$ cat config.mk
export PLATFORM = sky130hd
export DESIGN_NAME = dafir_fir
export DESIGN_NICKNAME = d
export VERILOG_FILES = /design/src/rtl/dafir_pkg.sv /design/src/rtl/dafir_rom.sv /design/src/rtl/dafir_wsum.sv /design/src/rtl/dafir_fir.sv
export SDC_FILE = /design/constraint.sdc
export NUM_CORES = 2
export LEC_CHECK = 0
export BUFFER_PORTS_ARGS = -buffer_cell sky130_fd_sc_hd__buf_2
export CELL_PAD_IN_SITES_DETAIL_PLACEMENT = 1
export CELL_PAD_IN_SITES_GLOBAL_PLACEMENT = 1
export CORE_MARGIN = 4
export CORE_UTILIZATION = 39
export CTS_BUF_LIST = sky130_fd_sc_hd__clkbuf_8
export DETAILED_ROUTE_END_ITERATION = 8
export PLACE_DENSITY = 0.67
export SLEW_MARGIN = 5
export SYNTH_ARGS = -nofsm -noshare
export SYNTH_HDL_FRONTEND = slang
export SYNTH_SLANG_ARGS = --single-unit
$ cat constraint.sdc
create_clock -name clk -period 5.8 [get_ports clk]
set_input_delay 0.29 -clock clk [delete_from_list [all_inputs] [get_ports clk]]
set_output_delay 0.29 -clock clk [all_outputs]
set_load 0.05 [all_outputs]
$ cat src/rtl/dafir_pkg.sv
package dafir_pkg;
    // taps addressed together by one partial-sum table
    localparam int DAFIR_GRP  = 4;
    // bit positions combined in the first weighting stage
    localparam int DAFIR_QUAD = 4;
    // edges from sampling in_valid to out_valid
    localparam int DAFIR_LAT  = 4;
endpackage

$ cat src/rtl/dafir_rom.sv
module dafir_rom #(
    parameter int COEF_W = 16,
    parameter int GRP    = 4,
    parameter logic [GRP*COEF_W-1:0] GCOEF = '0
) (
    input  logic [GRP-1:0]                        addr_a,
    input  logic [GRP-1:0]                        addr_b,
    output logic signed [COEF_W+$clog2(GRP)-1:0]  val_a,
    output logic signed [COEF_W+$clog2(GRP)-1:0]  val_b
);
    localparam int EW  = COEF_W + $clog2(GRP);
    localparam int ENT = 1 << GRP;

    function automatic longint entry_of(input int a);
        longint s;
        s = 0;
        for (int j = 0; j < GRP; j++) begin
            if (((a >> j) & 1) != 0)
                s += longint'($signed(GCOEF[j*COEF_W +: COEF_W]));
        end
        return s;
    endfunction

    logic signed [EW-1:0] tbl [ENT];

    for (genvar e = 0; e < ENT; e++) begin : g_ent
        assign tbl[e] = EW'(entry_of(e));
    end

    assign val_a = tbl[addr_a];
    assign val_b = tbl[addr_b];
endmodule

$ cat src/rtl/dafir_wsum.sv
module dafir_wsum #(
    parameter int N       = 4,
    parameter int IW      = 20,
    parameter int OW      = 24,
    parameter int STEP    = 1,
    parameter bit NEG_MSB = 1'b0
) (
    input  logic [N-1:0][IW-1:0] terms,
    output logic signed [OW-1:0] total
);
    always_comb begin
        total = '0;
        for (int i = 0; i < N; i++) begin
            logic signed [OW-1:0] t;
            t = OW'($signed(terms[i]));
            t = t <<< (i * STEP);
            if (NEG_MSB && (i == N - 1))
                total = total - t;
            else
                total = total + t;
        end
    end
endmodule

$ cat src/rtl/dafir_fir.sv
module dafir_fir
    import dafir_pkg::*;
#(
    parameter int TAPS      = 16,
    parameter int IN_W      = 16,
    parameter int COEF_W    = 16,
    parameter int OUT_W     = 16,
    parameter int OUT_SHIFT = 20,
    parameter logic [TAPS*COEF_W-1:0] COEFS = {
        16'h0040, 16'hFF06, 16'h02BC, 16'hFA24,
        16'h0BB8, 16'hE4A8, 16'h3A98, 16'h8000,
        16'h7FFF, 16'hD120, 16'h1F40, 16'h0FFF,
        16'hF800, 16'h038E, 16'hFEAC, 16'h0078
    }
) (
    input  logic             clk,
    input  logic             rst,
    input  logic             in_valid,
    input  logic [IN_W-1:0]  in_data,
    output logic             out_valid,
    output logic [OUT_W-1:0] out_data
);
    localparam int GRP   = DAFIR_GRP;
    localparam int NGRP  = TAPS / GRP;
    localparam int EW    = COEF_W + $clog2(GRP);
    localparam int BS_W  = COEF_W + $clog2(TAPS);
    localparam int NQ    = IN_W / DAFIR_QUAD;
    localparam int QW    = BS_W + DAFIR_QUAD;
    localparam int ACC_W = IN_W + COEF_W + $clog2(TAPS);
    localparam int LAT   = DAFIR_LAT;
    localparam int NPAIR = IN_W / 2;

    typedef struct packed {
        logic [LAT:0]                 vld;
        logic [TAPS-1:0][IN_W-1:0]    taps;
        logic [IN_W-1:0][BS_W-1:0]    bsum;
        logic [NQ-1:0][QW-1:0]        quad;
        logic [ACC_W-1:0]             acc;
        logic [OUT_W-1:0]             out;
    } st_t;

    st_t st_q, st_d;

    // table addresses: per group, per bit position, one bit from each tap
    logic [NGRP-1:0][IN_W-1:0][GRP-1:0] addr;
    logic signed [EW-1:0] rom_o [NGRP][IN_W];

    always_comb begin
        for (int g = 0; g < NGRP; g++)
            for (int b = 0; b < IN_W; b++)
                for (int j = 0; j < GRP; j++)
                    addr[g][b][j] = st_q.taps[g*GRP + j][b];
    end

    for (genvar g = 0; g < NGRP; g++) begin : g_grp
        for (genvar p = 0; p < NPAIR; p++) begin : g_pair
            dafir_rom #(
                .COEF_W (COEF_W),
                .GRP    (GRP),
                .GCOEF  (COEFS[g*GRP*COEF_W +: GRP*COEF_W])
            ) u_rom (
                .addr_a (addr[g][2*p]),
                .addr_b (addr[g][2*p+1]),
                .val_a  (rom_o[g][2*p]),
                .val_b  (rom_o[g][2*p+1])
            );
        end
    end

    // weight bit sums inside each quad; the top quad holds the sign bit
    logic signed [QW-1:0] quad_w [NQ];

    for (genvar q = 0; q < NQ; q++) begin : g_quad
        dafir_wsum #(
            .N       (DAFIR_QUAD),
            .IW      (BS_W),
            .OW      (QW),
            .STEP    (1),
            .NEG_MSB (q == NQ - 1)
        ) u_qsum (
            .terms (st_q.bsum[q*DAFIR_QUAD +: DAFIR_QUAD]),
            .total (quad_w[q])
        );
    end

    logic signed [ACC_W-1:0] acc_w;

    dafir_wsum #(
        .N       (NQ),
        .IW      (QW),
        .OW      (ACC_W),
        .STEP    (DAFIR_QUAD),
        .NEG_MSB (1'b0)
    ) u_fsum (
        .terms (st_q.quad),
        .total (acc_w)
    );

    always_comb begin
        st_d     = st_q;
        st_d.vld = {st_q.vld[LAT-1:0], in_valid};
        if (in_valid)
            st_d.taps = {st_q.taps[TAPS-2:0], in_data};
        for (int b = 0; b < IN_W; b++) begin
            logic signed [BS_W-1:0] s;
            s = '0;
            for (int g = 0; g < NGRP; g++)
                s = s + BS_W'(rom_o[g][b]);
            st_d.bsum[b] = s;
        end
        for (int q = 0; q < NQ; q++)
            st_d.quad[q] = quad_w[q];
        st_d.acc = acc_w;
        if (st_q.vld[LAT-1])
            st_d.out = st_q.acc[OUT_SHIFT +: OUT_W];
    end

    always_ff @(posedge clk) begin
        if (rst)
            st_q <= '0;
        else
            st_q <= st_d;
    end

    assign out_valid = st_q.vld[LAT];
    assign out_data  = st_q.out;
endmodule

==> impl_metrics.yaml <==
placed_design:
  pre_cts_ws_ps: 876
  dp_cells: 9782
  post-dp-hpwl_um: 136000
  port_buffers: 35
  place_congestion: 0.858
  placed_cell_area_um2: 70900
worst_setup_path:
  cpMostUsedCell: "fa_1"
  cp_max_fo: 10
  end_kind: "flip-flop"
  cpLargestDelayFamily: "adder cells"
  crit_chain: "inv_1 -> ha_1 -> xnor2_1 -> fa_1 -> fa_1 -> inv_1 -> ha_1 -> fa_1 -> a21o_1 -> a21oi_2 -> o21bai_2 -> a2111oi_4 -> o31ai_1 -> o41a_1 -> a21o_1 -> a21oi_1"
  worst-path-stages: 16
  worstPathArrival_ps: 5800
  critPathKind: "flip-flop to flip-flop"
  crit_buf_inv: 2
  ff2ff_path_depth: 16
  cp-start-kind: "flip-flop"
  cp_slowest_cell: "dfxtp_1"
  slowest_delay_ps: 540
  required_ps: 6580
status:
  status: "complete, no violations"
global_routing:
  antenna_found_initial: 4
  grt_max_degree: 161
  first_global_vias: 52800
  grt_overflow_total: 0
  grt_usage_pct: 18.6
  grt_first_pass_wirelength_um: 278000
routing:
  totalWireLength_um: 166000
  ant_nets: 0
  maxUsedRoutingLayer: "met4"
  met3_wirelength_um: 4620
  drt_pass1_iterations: 5
  drt-wirelength-per-cell_um: 16.5
  vias_per_cell: 4.86
  drcViolationCount: 0
  met2WireLength_um: 78100
  wl_met1_um: 79500
  vias: 48800
  drtIter0Drc: 1712
worst_hold_path:
  min_path_type: "input port to flip-flop"
  holdPathStages: 4
cts:
  insertion_delay_ps: 900
  cts_max_path_buffers: 3
  cts.sinks: 704
  clk_pin_slew_ps: 60
  cts_resized: 0
  clockRootBuffer: "clkbuf_8"
  cts_buffers: 140
  cts_htree_levels: 4
  cts_tree: "done"
  cts_setup_buffers: 0
floorplan:
  fp.dieW_um: 428
  die_y_um: 428
  start_util_pct: 39.4
  dieArea_um2: 183000
  io-pin-count: 36
  coreArea_um2: 174000
  num_rows: 153
yosys:
  synth_cell_type_count: 87
  yosysWarnings: 0
  yosysSeqAreaShare_pct: 20.5
  avgSynthCellArea_um2: 8.96
  yosys.area.top_type_share_pct: 21.0
  synth-main-ff-cell: "dfxtp_1"
  synth_common_cells: "inv_1 (1,437), nor2_1 (897), ha_1 (874)"
  yosysTopAreaCell: "fa_1"
  yosysMostFrequentCell: "inv_1"
  synth_area_leaders: "fa_1 (21%), dfxtp_1 (21%), ha_1 (16%)"
  ys_ff_latch: 704
  synth_area_um2: 68700
  synth_edf_count: 0
  ys_async_sr_fraction_pct: 0
  syn_inst: 7666
  synthesis.nets: 9279
sta:
  fin_tns_setup_ps: 0
  post-route-period-util_pct: 86.4
  rsz0062_at_grt: "no"
  skew_ps: 54.4
  worst_slew_pin_slew_ps: 921
  timing.fmax_ghz: 0.200
  fin_ws_ps: 788
  post-route-min-period_ps: 5010
  slew_viol_final: 0
  maxSlewHeadroom_pct: 38.6
  setup_viol: 0
  final-hold-violation-count: 0
  holdWs_ps: 172
power:
  peakVddDrop_uv: 201
  leakage_nw: 35.9
  cellPowerDensity_nw_per_um2: 178
finish:
  final_area_um2: 74200
  drive_gt1_share_pct: 4.72
  layout.cells.non_filler: 10100
  nNetsFinal: 9235
  syn_to_final_growth_pct: 8.10
job:
  drv_cap: 0
-- power by group --
group	leakage (nW)	internal, W	total (W)	switching (W)
sequential	5.71	0.00506	0.00523	0.000175
combinational	28.5	0.000912	0.00233	0.00142
clock	1.66	0.00324	0.00567	0.00243
total	35.9	0.00921	0.0132	0.00402
-- per-stage QoR --
step | utilization (%) | power (W)
final | 42.6 | 0.0132
after detailed placement | 40.7 | 0.00766
after global routing | 42.6 | 0.0140
after global placement | 40.7 | 0.00761
after CTS | 42.6 | 0.0135
after floorplan | - | 0.00692
-- what timing repair did --
item,CTS,global route
endpoints found under the setup margin,0,0
hold endpoints to repair,113,0
hold buffers,23,0
-- worst paths after layout --
| kind | slack [ps] | start | end |
|---|---|---|---|
| setup reg to reg | 790 | addr[186] | st_q[447] |
| hold / removal | 170 | in_data[0] | addr[0] |
| setup / recovery | 790 | addr[186] | st_q[447] |
| hold reg to reg | 450 | st_q[308] | st_q[100] |
-- logic make-up (layout without fill, tap and decap cells) --
family	count (synthesis)	after routing	share of synthesized area [%]
AO/OA/AOI/OAI	1175	1175	10.9
XOR/XNOR	330	330	4.21
adder cells (fa/ha/maj)	1594	1594	36.9
buffers and inverters	1708	1769	9.42
flip-flops	704	704	20.5
multiplexers	490	490	7.22
other	0	3	0
AND/OR/NAND/NOR	1665	1665	10.8
-- flip-flops by register name (all words and copies together) (netlist names) --
signal     flops
out_data      16
st_d           4
out_valid      1
st_q         427
addr         256
-- layer usage --
layer  global-route usage (%)  vias to the layer above
li1                         -                    24400
met1                     24.9                    23900
met2                     31.5                      366
met3                     2.66                      223
met4                     5.04                        0
met5                        0                        -
-- worst register-to-register path: stages (launching register included) --
cell and delay (ps):
dfxtp_1 540, inv_1 200, ha_1 380, xnor2_1 340, fa_1 480, fa_1 500, inv_1 40, ha_1 210
fa_1 460, a21o_1 190, a21oi_2 200, o21bai_2 110, a2111oi_4 420, o31ai_1 160, o41a_1 370, a21o_1 200
a21oi_1 130
-- layout by cell type (no fill, tap or decap), types with 44 or more instances in the layout --
| cell type | instances |
|---|---|
| inv_1 | 1462 |
| nor2_1 | 897 |
| ha_1 | 874 |
| fa_1 | 720 |
| dfxtp_1 | 704 |
| mux2i_1 | 447 |
| a21oi_1 | 424 |
| nand2_1 | 250 |
| o21ai_0 | 200 |
| xnor2_1 | 179 |
| clkbuf_8 | 173 |
| nor2b_1 | 164 |
| a21o_1 | 160 |
| xor2_1 | 151 |
| nor3_1 | 108 |
| a31oi_1 | 60 |
| nand3_1 | 52 |
| o21bai_1 | 49 |
| a211oi_1 | 44 |
-- area by class of cell --
type                    count  area (um^2)
fillers                 20200       100000
multi-input cells        5254        48100
flip-flops and latches    704        14100
inverters                1450         5440
well taps                2325         2910
clock buffers             173         2380
clock inverters            74          701
repair buffers             72          593
diodes                      3         7.51
Note: power is estimated with default switching activity, not from simulation.
